$ cat src/rtl/scan_pkg.sv
package scan_pkg;
  localparam int unsigned BCD_W = 4;
  typedef logic [BCD_W-1:0] bcd_t;
endpackage

$ cat src/rtl/scan_timer.sv
module scan_timer #(
  parameter int unsigned NUM_DIGITS = 5,
  parameter int unsigned FIRST_LEN  = 201,
  parameter int unsigned DIGIT_LEN  = 200,
  parameter int unsigned STROBE_AT  = 100,
  localparam int unsigned CW = $clog2(FIRST_LEN + 1),
  localparam int unsigned IW = (NUM_DIGITS > 1) ? $clog2(NUM_DIGITS) : 1
) (
  input  logic          clk,
  input  logic          rst_n,
  input  logic          restart_i,
  input  logic          hold_i,
  output logic          run_o,
  output logic [IW-1:0] idx_o,
  output logic          at_strobe_o,
  output logic          last_digit_o,
  output logic          wrap_o
);
  localparam logic [IW-1:0] MSD = IW'(NUM_DIGITS - 1);

  logic          run_q;
  logic [IW-1:0] idx_q;
  logic [CW-1:0] cnt_q;
  logic [CW-1:0] len_m1;
  logic          slot_end;

  assign len_m1       = (idx_q == MSD) ? CW'(FIRST_LEN - 1) : CW'(DIGIT_LEN - 1);
  assign slot_end     = (cnt_q == len_m1);
  assign run_o        = run_q;
  assign idx_o        = idx_q;
  assign at_strobe_o  = (cnt_q == CW'(STROBE_AT));
  assign last_digit_o = (idx_q == '0);
  assign wrap_o       = last_digit_o && slot_end;

  always_ff @(posedge clk) begin
    if (!rst_n) begin
      run_q <= 1'b0;
      idx_q <= MSD;
      cnt_q <= '0;
    end else if (restart_i) begin
      run_q <= 1'b1;
      idx_q <= MSD;
      cnt_q <= '0;
    end else if (run_q && !hold_i) begin
      if (slot_end) begin
        cnt_q <= '0;
        idx_q <= (idx_q == '0) ? MSD : idx_q - 1'b1;
      end else begin
        cnt_q <= cnt_q + 1'b1;
      end
    end
  end

  // slot counter never passes the longest slot
  assert_cnt_bound_R3: assert property (@(posedge clk) disable iff (!rst_n)
    run_q |-> (cnt_q <= CW'(FIRST_LEN - 1)));

  // the most significant slot hands over after its full length
  assert_first_len_R3: assert property (@(posedge clk) disable iff (!rst_n)
    (run_q && !hold_i && !restart_i && idx_q == MSD && cnt_q == CW'(FIRST_LEN - 1))
    |=> (idx_q == MSD - 1'b1 && cnt_q == '0));
endmodule

$ cat src/rtl/strobe_ctrl.sv
module strobe_ctrl (
  input  logic clk,
  input  logic rst_n,
  input  logic eoc_i,
  input  logic ref_start_i,
  input  logic ovr_i,
  input  logic run_i,
  input  logic at_strobe_i,
  input  logic last_digit_i,
  input  logic wrap_i,
  output logic susp_o,
  output logic strobe_n_o
);
  logic first_q;
  logic susp_q;
  logic advance;
  logic susp_set;
  logic req;

  assign advance  = run_i && !susp_q;
  assign req      = advance && first_q && at_strobe_i;
  assign susp_set = req && ovr_i && last_digit_i;
  assign susp_o   = susp_q;

  // low only during the low phase of the strobe cycle
  assign strobe_n_o = ~(req & ~clk);

  always_ff @(posedge clk) begin
    if (!rst_n) begin
      first_q <= 1'b0;
      susp_q  <= 1'b0;
    end else if (eoc_i) begin
      first_q <= 1'b1;
      susp_q  <= 1'b0;
    end else begin
      if (susp_set || (advance && wrap_i)) first_q <= 1'b0;
      if (susp_set) susp_q <= 1'b1;
      else if (susp_q && ref_start_i) susp_q <= 1'b0;
    end
  end

  // suspension only starts right after the final strobe
  assert_susp_after_strobe_R8: assert property (@(posedge clk) disable iff (!rst_n)
    $rose(susp_q) |-> $past(req));

  // no strobes once the strobed pass is over
  assert_no_late_strobe_R5: assert property (@(posedge clk) disable iff (!rst_n)
    (advance && wrap_i && !eoc_i) |=> !first_q);
endmodule

$ cat src/rtl/digit_mux.sv
module digit_mux
  import scan_pkg::*;
#(
  parameter int unsigned NUM_DIGITS = 5,
  localparam int unsigned IW = (NUM_DIGITS > 1) ? $clog2(NUM_DIGITS) : 1
) (
  input  logic                        active_i,
  input  logic                        blank_i,
  input  logic [IW-1:0]               idx_i,
  input  logic [NUM_DIGITS*BCD_W-1:0] held_i,
  output logic [NUM_DIGITS-1:0]       en_o,
  output bcd_t                        bcd_o
);
  bcd_t sel [NUM_DIGITS];

  for (genvar g = 0; g < NUM_DIGITS; g++) begin : g_slot
    assign en_o[g] = active_i && (idx_i == IW'(g));
    assign sel[g]  = en_o[g] ? held_i[g*BCD_W +: BCD_W] : '0;
  end

  always_comb begin
    bcd_o = '0;
    for (int i = 0; i < NUM_DIGITS; i++) bcd_o = bcd_o | sel[i];
    if (blank_i) bcd_o = '0;
  end
endmodule

$ cat src/rtl/bcd_digit_scanner.sv
module bcd_digit_scanner
  import scan_pkg::*;
#(
  parameter int unsigned NUM_DIGITS = 5,
  parameter int unsigned FIRST_LEN  = 201,
  parameter int unsigned DIGIT_LEN  = 200,
  parameter int unsigned STROBE_AT  = 100,
  localparam int unsigned IW = (NUM_DIGITS > 1) ? $clog2(NUM_DIGITS) : 1,
  localparam int unsigned DW = NUM_DIGITS * BCD_W
) (
  input  logic                  clk,
  input  logic                  rst_n,
  input  logic [DW-1:0]         digits_i,
  input  logic                  overrange_i,
  input  logic                  eoc_i,
  input  logic                  ref_start_i,
  output logic [NUM_DIGITS-1:0] digit_en_o,
  output logic [BCD_W-1:0]      bcd_o,
  output logic                  strobe_n_o
);
  logic [DW-1:0] held_q;
  logic          ovr_q;
  logic          run;
  logic          susp;
  logic          restart;
  logic [IW-1:0] idx;
  logic          at_strobe;
  logic          last_digit;
  logic          wrap;
  bcd_t          bcd;

  assign restart = eoc_i || (susp && ref_start_i);

  always_ff @(posedge clk) begin
    if (!rst_n) begin
      held_q <= '0;
      ovr_q  <= 1'b0;
    end else if (eoc_i) begin
      held_q <= digits_i;
      ovr_q  <= overrange_i;
    end
  end

  scan_timer #(
    .NUM_DIGITS(NUM_DIGITS), .FIRST_LEN(FIRST_LEN),
    .DIGIT_LEN(DIGIT_LEN), .STROBE_AT(STROBE_AT)
  ) u_timer (
    .clk(clk), .rst_n(rst_n), .restart_i(restart), .hold_i(susp),
    .run_o(run), .idx_o(idx), .at_strobe_o(at_strobe),
    .last_digit_o(last_digit), .wrap_o(wrap)
  );

  strobe_ctrl u_strobe (
    .clk(clk), .rst_n(rst_n), .eoc_i(eoc_i), .ref_start_i(ref_start_i),
    .ovr_i(ovr_q), .run_i(run), .at_strobe_i(at_strobe),
    .last_digit_i(last_digit), .wrap_i(wrap),
    .susp_o(susp), .strobe_n_o(strobe_n_o)
  );

  digit_mux #(.NUM_DIGITS(NUM_DIGITS)) u_mux (
    .active_i(run && !susp), .blank_i(ovr_q), .idx_i(idx),
    .held_i(held_q), .en_o(digit_en_o), .bcd_o(bcd)
  );

  assign bcd_o = bcd;

  // never two digits at once
  assert_onehot_R2: assert property (@(posedge clk) disable iff (!rst_n)
    $onehot0(digit_en_o));

  // blanked data under overrange
  assert_blank_R7: assert property (@(posedge clk) disable iff (!rst_n)
    ovr_q |-> (bcd_o == '0));

  // dark display while suspended
  assert_dark_R8: assert property (@(posedge clk) disable iff (!rst_n)
    susp |-> (digit_en_o == '0));

  // a new result restarts at the most significant digit
  assert_restart_R10: assert property (@(posedge clk) disable iff (!rst_n)
    eoc_i |=> (digit_en_o == (NUM_DIGITS'(1) << (NUM_DIGITS - 1))));
endmodule

$ cat config.mk
export PLATFORM = sky130hd
export DESIGN_NAME = bcd_digit_scanner
export DESIGN_NICKNAME = d
export VERILOG_FILES = /design/src/rtl/scan_pkg.sv /design/src/rtl/scan_timer.sv /design/src/rtl/strobe_ctrl.sv /design/src/rtl/digit_mux.sv /design/src/rtl/bcd_digit_scanner.sv
export SDC_FILE = /design/constraint.sdc
export NUM_CORES = 1
export LEC_CHECK = 0
export BUFFER_PORTS_ARGS = -buffer_cell sky130_fd_sc_hd__buf_2
export CORE_ASPECT_RATIO = 1.1
export CORE_MARGIN = 4
export CORE_UTILIZATION = 45
export DETAILED_ROUTE_END_ITERATION = 6
export PLACE_DENSITY = 0.68
export REMOVE_ABC_BUFFERS = 1
export SLEW_MARGIN = 10
export SYNTH_ARGS = -nofsm -noshare
export SYNTH_HDL_FRONTEND = slang
export SYNTH_SLANG_ARGS = --single-unit
$ cat constraint.sdc
create_clock -name clk -period 2 [get_ports clk]
set_input_delay 0.3 -clock clk [delete_from_list [all_inputs] [get_ports clk]]
set_output_delay 0.3 -clock clk [all_outputs]
set_load 0.02 [all_outputs]
==> key figures, run 1 <==
Outcome
  • Status: complete, but fails checks
  • Violated checks: setup timing

Layout
  • Fin cells: roughly 290
  • Final instance area: 2310 um^2
  • Synth-to-Final Area Change: 34.5%
  • Register Area: 716 um^2
  • Layout cells sized above 1: 37.7%
  • Final nets: roughly 260
  • N_diodes: 0
  • Multi-input logic area: just over 1000 um^2
  • Filler cell count: 311

Logic synthesis
  • Number of synthesized register bits: 35
  • Top-count cell post-synth: dfxtp_1
  • Synthesized instance count: between 150 and 200
  • Leading area contributor after synthesis: dfxtp_1
  • Top cells by count, synth: dfxtp_1 (35), mux2i_1 (26), nor2b_1 (22)
  • EDFF count, synth: 0
  • Ys Warns: 0
  • Ys async rst share: 0%
  • Yosys cell types: 40
  • Post-synthesis sequential area ratio: around two fifths
  • Primary FF master, synth: dfxtp_1
  • Syn avg cell area: a little under 10 um^2
  • Netlist Area Pre-Place: roughly 1700 um^2
  • Synth top area share: 40.9%
  • Dominant cells by area after synthesis: dfxtp_1 (41%), mux2i_1 (15%), nor2b_1 (8.0%), nor2_1 (3.7%), xnor2_1 (3.1%)

Min path
  • Min-delay worst type: in2reg
  • Min-delay src: digits_i[18]

Worst setup path
  • Worst EP arrival: about 1.7 ns
  • Setup crit end kind: primary output
  • R2r setup slk: ~0.040 ns
  • Crit Path Max Fanout: 6
  • Reg-to-reg critical path endpoint: u_strobe.first_q
  • Setup crit start kind: register
  • Data required, critical path: 1.70 ns
  • Critical setup path kind: reg2out
  • Critical Path Start: u_timer.cnt_q[3]
  • R2r worst-path depth: 8
  • Reg-to-Reg Start: u_timer.cnt_q[3]
  • CP endpoint: strobe_n_o

Timing
  • RSZ-0062 raised after global routing: true
  • Rel. slew slack: between 70% and 80%
  • Final worst slack: -0.000493 ns
  • WHS: about 0.18 ns
  • Final Hold Vio Count: 0
  • Fin crit period: 2.00 ns
  • Max-slew violations: 0
  • Worst Tran Pin Value: between 0.3 and 0.4 ns
  • Setup violators final: 2
  • Setup Skew: 0.00760 ns
  • Period utilization: 100%
  • FMAX: approximately 0.50 GHz

Drt
  • Pre-antenna DRT Iters: 4
  • DRC viols: 0
  • Final wirelength: 4530 um
  • Met1 Routed Length: 1840 um
  • Metal3 WL: about 220 um
  • Max Used Layer: met4
  • WL/cell: 15.8 um
  • Initial drt markers: 80
  • Routed Antenna Nets: 0
  • Vias/cell: around 5.2
  • Met2 wire length: approximately 2400 um
  • Vias: ~1.5k

Global routing
  • Gr ovfl total: 0
  • Initial antenna violation count: 0
  • First-pass GRT wire length: slightly below 7000 um
  • Overall global routing resource usage: a little under a fifth
  • Largest net degree at the start of global routing: 25
  • Number of global-route vias before repair: around 1.5k

Clocking
  • CTS tree: built
  • Clk Latency, worst-skew pair: about 0.38 ns
  • Clk slew on worst S/H paths: 0.07 ns

Die
  • Die area: 4860 um^2
  • FP Rows: 23
  • Ports: 35
  • Die X: between 60 and 70 um
  • Chip height: approximately 73 um
  • Starting Density: about 47%
  • Placeable Area: between 3000 and 4000 um^2

Placed design
  • RePlAce Congestion: between 0.8 and 0.9
  • Placed cell count: 261
  • # port buffers: 34
  • Detailed placer's ending HPWL: between 2000 and 3000 um
  • Area after DPL: 1970 um^2

Power and ir drop
  • Static leakage: slightly below 1 nW
  • Pwr Density: between 600 and 700 nW/um^2
  • Max IR drop VDD: between 300 and 400 uV

Job
  • Max-cap violation count: 0
-- worst min-delay path by stage --
| stage | to | slack (ns) | depth (start not counted) |
|---|---|---|---|
| finish | held_q[18] | 0.18 | 3 |
| global route | held_q[1] | 0.19 | 3 |
| CTS | held_q[18] | 0.17 | 3 |
| detailed placement | held_q[13] | 0.50 | 2 |
| global placement | held_q[10] | 0.50 | 2 |
| floorplan | u_strobe.first_q | 0.42 | 1 |
-- flip-flops by register name (all words and copies together), names as in the netlist --
name and flops:
u_timer.run_o 1, u_timer.idx_o 3, u_strobe.first_q 1, u_strobe.susp_o 1
ovr_q 1, u_timer.cnt_q 8, held_q 20
-- cell usage in the layout (no fill, tap or decap), types with 3 or more instances in the layout --
master	synthesis	layout
buf_2	1	31
dfxtp_1	35	29
mux2i_1	26	26
buf_4	0	24
nor2b_1	22	22
nor2_1	17	16
clkbuf_8	0	9
nand2_1	6	6
xnor2_1	6	6
nand3_1	6	5
inv_1	3	3
a222oi_1	3	3
o21ai_0	4	3
a21oi_1	3	3
nor3_1	5	3
buf_6	1	3
dfxtp_4	0	3
dfxtp_2	0	3
-- worst max-delay path, stage by stage, from the launching register on --
cell and delay (ns):
dfxtp_4 0.37, or4b_4 0.57, nor3_4 0.16, nand2_1 0.08, buf_6 0.14
-- through the flow --
stage	TNS (ns)	power (mW)	worst slack (ns)	utilization (%)
finish	-0.000493	1.56	-0.000493	63.1
global route	-0.353	1.63	-0.0835	63.1
CTS	0	1.57	0.0137	60.2
detailed placement	0	0.906	0.213	54.0
global placement	0	0.899	0.257	54.0
floorplan	-1.10	0.837	-0.317	-
-- where the power goes --
group	internal, mW	switching (mW)
clock	0.399	0.261
sequential	0.723	0.0219
combinational	0.0835	0.0740
total	1.21	0.357
-- kinds of logic after synthesis --
logic type               count (synthesis)  share of synthesized area (%)
AO/OA/AOI/OAI                           18                           7.81
adder cells (fa/ha/maj)                  2                           1.46
multiplexers                            27                           16.5
buffers and inverters                   12                           3.14
flip-flops                              35                           40.9
AND/OR/NAND/NOR                         76                           26.6
XOR/XNOR                                 7                           3.58
-- layer usage --
metal | vias up | GRT usage [%]
li1 | 743 | -
met1 | 701 | 22.3
met2 | 36 | 33.0
met3 | 5 | 4.16
met4 | 0 | 7.90
met5 | - | 0
-- timing repair --
| action | CTS | global route |
|---|---|---|
| gates cloned | 0 | 0 |
| hold buffers | 0 | 0 |
| buffers inserted | 11 | 5 |
| resized for setup | 7 | 20 |
| pin swaps | 1 | 5 |
| setup endpoints to repair | 9 | 8 |
-- layout make-up --
cell class              instances  area share, %
inverters                       3          0.488
repair buffers                 57           15.5
clock inverters                 1          0.217
well taps                      50           2.71
clock buffers                  10           5.86
flip-flops and latches         35           31.0
multi-input cells             130           44.2
No activity file was read; power rests on OpenSTA's default activity.
==> run 2: changes to the inputs <==
==> constraint.sdc (replaced) <==
create_clock -name clk -period 2 [get_ports clk]
set_input_delay 0.1 -clock clk [delete_from_list [all_inputs] [get_ports clk]]
set_output_delay 0.1 -clock clk [all_outputs]
set_load 0.02 [all_outputs]
==> run 2 against run 1 <==
The run now ends clean. Hold slack worse by 0.17 ns. Clock power is 24% higher. Maximum frequency rose by 6.0%. Die area did not move. Critical path type unchanged. Power up 11%.
==> key figures, run 2 (synthesis gave the netlist of run 1 again) <==
Outcome
  • Status: finished clean (was complete, but fails checks)

Layout
  • Fin cells: 290 (was 286)
  • Synth-to-Final Area Change: 36.7% (was 34.5%)
  • Layout cells sized above 1: 26.7% (was 37.7%)
  • Most frequent cells in the layout: buf_2 (34), dfxtp_1 (32), mux2i_1 (25) (was buf_2 (31), dfxtp_1 (29), mux2i_1 (26))
  • Register with the highest flop count: held_q (unchanged)
  • Filler cell count: 323 (was 311)
  • Register Area: 709 um^2 (was 716 um^2)
  • Final instance area: 2340 um^2 (was 2310 um^2)
  • Most common cell after layout, fill and taps aside: buf_2 (unchanged)
  • Max reg flops: 20 (unchanged)
  • N_diodes: 0 (unchanged)
  • Final nets: 266 (was 263)
  • Multi-input logic area: 975 um^2 (was 1020 um^2)

Global routing
  • Initial antenna violation count: 0 (unchanged)
  • Gr ovfl total: 0 (unchanged)
  • Largest net degree at the start of global routing: 25 (unchanged)
  • Number of global-route vias before repair: 1548 (was 1507)
  • Overall global routing resource usage: 19.1% (was 19.0%)
  • First-pass GRT wire length: 6920 um (was 6930 um)

Worst setup path
  • CP bufs+invs: 1 (unchanged)
  • Reg-to-Reg Start: u_timer.run_o (was u_timer.cnt_q[3])
  • Crit Path Max Fanout: 6 (unchanged)
  • Slowest cell on crit path: or4b_1 (was or4b_4)
  • Crit path cell chain: or4b_1 -> nor3_2 -> nand2_1 -> buf_2 (was or4b_4 -> nor3_4 -> nand2_1 -> buf_6)
  • R2r setup slk: 0.16 ns (was 0.04 ns)
  • Data required, critical path: 1.90 ns (was 1.70 ns)
  • Largest stage delay, worst path: 0.58 ns (was 0.57 ns)
  • R2r worst-path depth: 4 (was 8)
  • Reg-to-reg critical path endpoint: u_strobe.first_q (unchanged)
  • Top delay family on crit path: simple AND/OR/NAND/NOR gates (unchanged)
  • Critical Path Start: u_timer.cnt_q[3] (unchanged)
  • Worst EP arrival: 1.79 ns (was 1.70 ns)
  • Setup crit end kind: primary output (unchanged)
  • Setup crit start kind: register (unchanged)
  • Critical setup path kind: reg2out (unchanged)

Drt
  • Routed Antenna Nets: 0 (unchanged)
  • Vias: 1534 (was 1485)
  • WL/cell: 14.9 um (was 15.8 um)
  • Vias/cell: 5.29 (was 5.19)
  • Initial drt markers: 140 (was 80)
  • Final wirelength: 4320 um (was 4530 um)
  • DRC viols: 0 (unchanged)
  • Pre-antenna DRT Iters: 7 (was 4)

Power and ir drop
  • Pint: 1.35 mW (was 1.21 mW)
  • Clock power frac: 47.1% (was 42.2%)
  • Max IR drop VDD: 496 uV (was 341 uV)
  • Switching Share: 22.1% (was 22.8%)
  • Sequential share of power: 42.9% (was 47.7%)
  • Pwr Density: 742 nW/um^2 (was 677 nW/um^2)
  • Tot Pwr: 1.74 mW (was 1.56 mW)
  • Static leakage: 0.960 nW (was 0.968 nW)
  • Switching pwr: 0.384 mW (was 0.357 mW)
  • Part of the power in combinational logic: 10.0% (was 10.1%)

Placed design
  • Placed cell count: 258 (was 261)
  • Area after DPL: 1950 um^2 (was 1970 um^2)
  • Pre-CTS setup slack: 0.147 ns (was 0.213 ns)
  • Detailed placer's ending HPWL: 2990 um (was 2870 um)
  • # port buffers: 34 (unchanged)
  • RePlAce Congestion: 0.767 (was 0.805)

Timing
  • Final Hold Vio Count: 0 (unchanged)
  • Setup violators final: 0 (was 2)
  • Period utilization: 94.3% (was 100%)
  • Rel. slew slack: 67.4% (was 74.9%)
  • Fin crit period: 1.89 ns (was 2.00 ns)
  • WHS: 0.00990 ns (was 0.185 ns)
  • Final worst slack: 0.114 ns (was -0.000493 ns)
  • Setup Skew: 0.00660 ns (was 0.00760 ns)
  • FMAX: 0.530 GHz (was 0.500 GHz)
  • Max-slew violations: 0 (unchanged)
  • Worst Tran Pin Value: 0.485 ns (was 0.371 ns)

Die
  • Ports: 35 (unchanged)
  • Placeable Area: 3650 um^2 (unchanged)
  • Die area: 4860 um^2 (unchanged)
  • Starting Density: 46.9% (unchanged)
  • Die X: 66.8 um (unchanged)
  • Chip height: 72.7 um (unchanged)
  • FP Rows: 23 (unchanged)

Min path
  • Min-delay src: rst_n (was digits_i[18])
  • Worst Hold Depth: 3 (unchanged)
  • Min-delay worst type: in2reg (unchanged)
  • WHS Endpoint: u_strobe.susp_o (was held_q[18])

Clocking
  • Clk slew on worst S/H paths: 0.07 ns (about the same)
  • CTS tree: built (unchanged)
  • Clk Latency, worst-skew pair: 0.40 ns (was 0.38 ns)

Job
  • Max-cap violation count: 0 (unchanged)
[run 2: changes by cell type in the layout (fill, tap and decap cells not counted), sizes merged]
cell	previous run	this run
buf	58	41
dlygate4sd3	0	20
bufinv	0	1
[run 2: layout make-up]
class | instances | share of cell area, %
inverters | 3 | 0.481
multi-input cells | 130 | 41.6
flip-flops and latches | 35 | 30.3
repair buffers | 60 | 18.0
well taps | 50 | 2.67
clock inverters | 2 | 1.49
clock buffers | 10 | 5.50
[run 2: routing by layer]
metal	GRT usage, %	up-vias	routed length [um]	part of all wire [%]
li1	-	749	-	-
met1	20.7	734	1740	40
met2	32.6	41	2280	53
met3	6.63	10	232	5.4
met4	9.71	0	74	1.7
met5	0	-	0	0
[run 2: worst reg2reg max path, stage by stage, from the launching register on]
cell and delay, ns:
dfxtp_1 0.44, nand2b_4 0.13, or3_4 0.42, or4_1 0.48, a32o_1 0.27
[run 2: what timing repair did]
item | 4_1_cts | 5_1_grt
pin swaps | 0 | 2
hold endpoints to repair | 20 | 0
endpoints found under the setup margin | 4 | 6
setup buffers | 0 | 1
hold buffers | 20 | 0
resized for setup | 2 | 8
[run 2: through the flow]
step / setup TNS [ns] / utilization (%)
final: 0 / 64.1
after global routing: -0.00203 / 64.1
after CTS: 0 / 63.2
after detailed placement: 0 / 53.3
after global placement: 0 / 53.3
after floorplan: -0.352 / -
[run 2: power groups by stage]
stage                     Clock (mW)  Combinational (mW)  Sequential, mW
after floorplan              0.00362              0.0778           0.756
after global placement       0.00362               0.134           0.760
after detailed placement     0.00362               0.141           0.764
after CTS                      0.833               0.173           0.748
after global routing           0.873               0.189           0.750
final                          0.819               0.173           0.746
[run 2: how the worst max path moves through the flow]
stage,depth (start not counted),endpoint,slack [ns]
final,4,strobe_n_o,0.11
after global routing,4,strobe_n_o,-0.002
after CTS,4,strobe_n_o,0.01
after detailed placement,4,u_strobe.first_q,0.15
after global placement,4,u_strobe.first_q,0.23
after floorplan,4,bcd_o[0],-0.12
==> run 3: changes to the inputs <==
Settings changed: HOLD_SLACK_MARGIN set to 0.1.
==> run 3 against run 2 <==
Register-to-register slack is essentially flat. Critical endpoint unchanged. Critical path depth is the same. Global-route usage grew 0.61 points. Core utilization grew 1.2 points. Flip-flop and latch count is the same. Sequential power is essentially flat. Via count grew 1.7%. Sequential share of layout area shrank 0.56 points. Cell area grew 1.9%. Critical path type unchanged. Largest cell class unchanged.
==> key figures, run 3 (synthesis gave the netlist of run 1 again) <==
Layout
  • Layout cells sized above 1: 26.2% (was 26.7%)
  • Max reg flops: 20 (unchanged)
  • Final nets: 270 (was 266)
  • Most frequent cells in the layout: buf_2 (34), dfxtp_1 (32), mux2i_1 (25) (unchanged)
  • Register with the highest flop count: held_q (unchanged)
  • Synth-to-Final Area Change: 39.3% (was 36.7%)
  • N_diodes: 0 (unchanged)
  • Most common cell after layout, fill and taps aside: buf_2 (unchanged)
  • Util after Layout: 65.3% (was 64.1%)

Job
  • Max-cap violation count: 0 (unchanged)

Drt
  • DRC viols: 0 (unchanged)
  • Vias/cell: 5.31 (was 5.29)
  • Final wirelength: 4410 um (was 4320 um)
  • WL/cell: 15.0 um (was 14.9 um)
  • Routed Antenna Nets: 0 (unchanged)
  • Initial drt markers: 129 (was 140)
  • Pre-antenna DRT Iters: 5 (was 7)
  • Vias: 1560 (was 1534)

Timing
  • WHS: 0.510 ns (was 0.00990 ns)
  • Final Hold Vio Count: 0 (unchanged)
  • Period utilization: 94.4% (was 94.3%)
  • Fin crit period: 1.89 ns (about the same)
  • Total negative slack: 0 ns (unchanged)
  • Final worst slack: 0.112 ns (was 0.114 ns)
  • Worst Tran Pin Value: 0.431 ns (was 0.485 ns)
  • Setup Skew: 0.00532 ns (was 0.00660 ns)
  • Rel. slew slack: 70.5% (was 67.4%)
  • Max-slew violations: 0 (unchanged)
  • FMAX: 0.530 GHz (about the same)
  • Setup violators final: 0 (unchanged)

Placed design
  • Pre-CTS setup slack: 0.147 ns (unchanged)
  • RePlAce Congestion: 0.767 (unchanged)
  • # port buffers: 34 (unchanged)
  • Detailed placer's ending HPWL: 2990 um (unchanged)

Power and ir drop
  • Tot Pwr: 1.74 mW (about the same)
  • Static leakage: 0.977 nW (was 0.960 nW)
  • Pwr Density: 729 nW/um^2 (was 742 nW/um^2)
  • Max IR drop VDD: 497 uV (was 496 uV)

Worst setup path
  • Crit Path Max Fanout: 6 (unchanged)
  • Data required, critical path: 1.90 ns (about the same)
  • Worst EP arrival: 1.79 ns (about the same)
  • Setup crit end kind: primary output (unchanged)
  • R2r setup slk: 0.17 ns (was 0.16 ns)
  • Critical setup path kind: reg2out (unchanged)
  • Setup crit start kind: register (unchanged)

Global routing
  • First-pass GRT wire length: 7130 um (was 6920 um)
  • Number of global-route vias before repair: 1555 (was 1548)
  • Overall global routing resource usage: 19.7% (was 19.1%)
  • Initial antenna violation count: 0 (unchanged)
  • Gr ovfl total: 0 (unchanged)
  • Largest net degree at the start of global routing: 25 (unchanged)

Outcome
  • Status: finished clean (unchanged)

Die
  • Die area: 4860 um^2 (unchanged)
  • Chip height: 72.7 um (unchanged)
  • Ports: 35 (unchanged)
  • Placeable Area: 3650 um^2 (unchanged)
  • Die X: 66.8 um (unchanged)
  • Starting Density: 46.9% (unchanged)
  • FP Rows: 23 (unchanged)

Clocking
  • Clk slew on worst S/H paths: 0.07 ns (about the same)
  • CTS tree: built (unchanged)
  • Clk Latency, worst-skew pair: 0.40 ns (about the same)

Min path
  • Min-delay worst type: in2reg (unchanged)
==> run 3: cell count changes in the layout (fill, tap and decap cells not counted), sizes merged <==
cell	delta
dlygate4sd3	+4
==> run 3: area by class of cell <==
type / instances / area [um^2]
clock buffers: 10 / 129
clock inverters: 2 / 35.0
fillers: 317 / 1270
inverters: 3 / 11.3
multi-input cells: 130 / 975
flip-flops and latches: 35 / 709
well taps: 50 / 62.6
repair buffers: 64 / 465
==> run 3: metal layers <==
layer	routed length, um	vias up	part of all wire [%]	GRT usage, %
met5	0	-	0	0
met3	236	10	5.3	6.63
met4	76	0	1.7	9.71
li1	-	760	-	-
met2	2350	43	53	33.3
met1	1750	747	40	22.0
==> run 3: what timing repair did <==
action | in CTS | in global routing
endpoints found under the setup margin | 4 | 6
buffers inserted | 0 | 1
resized for setup | 2 | 9
hold buffers | 24 | 0
endpoints found under the hold margin | 25 | 0
pin swaps | 0 | 2
==> run 3: report_power, final <==
part / internal, mW / switching [mW]
Clock: 0.532 / 0.283
Combinational: 0.104 / 0.0758
Sequential: 0.724 / 0.0227
==> run 3: per-stage QoR <==
stage	cell area, um^2	instances
floorplan	1670	168
global placement	1950	258
detailed placement	1950	258
CTS	2350	293
global route	2390	294
finish	2390	294
==> run 3: critical path: stages, from the launching register on <==
cell,delay [ns]
dfxtp_1,0.36
or4b_1,0.58
nor3_2,0.20
nand2_1,0.09
buf_2,0.17
==> run 3: path summary, 6_finish.rpt <==
check	from	cells after the start	to
setup / recovery	u_timer.cnt_q[3]	4	strobe_n_o
hold / removal	digits_i[11]	4	held_q[11]
setup reg to reg	u_timer.run_o	4	u_strobe.first_q
hold reg to reg	held_q[11]	2	held_q[11]
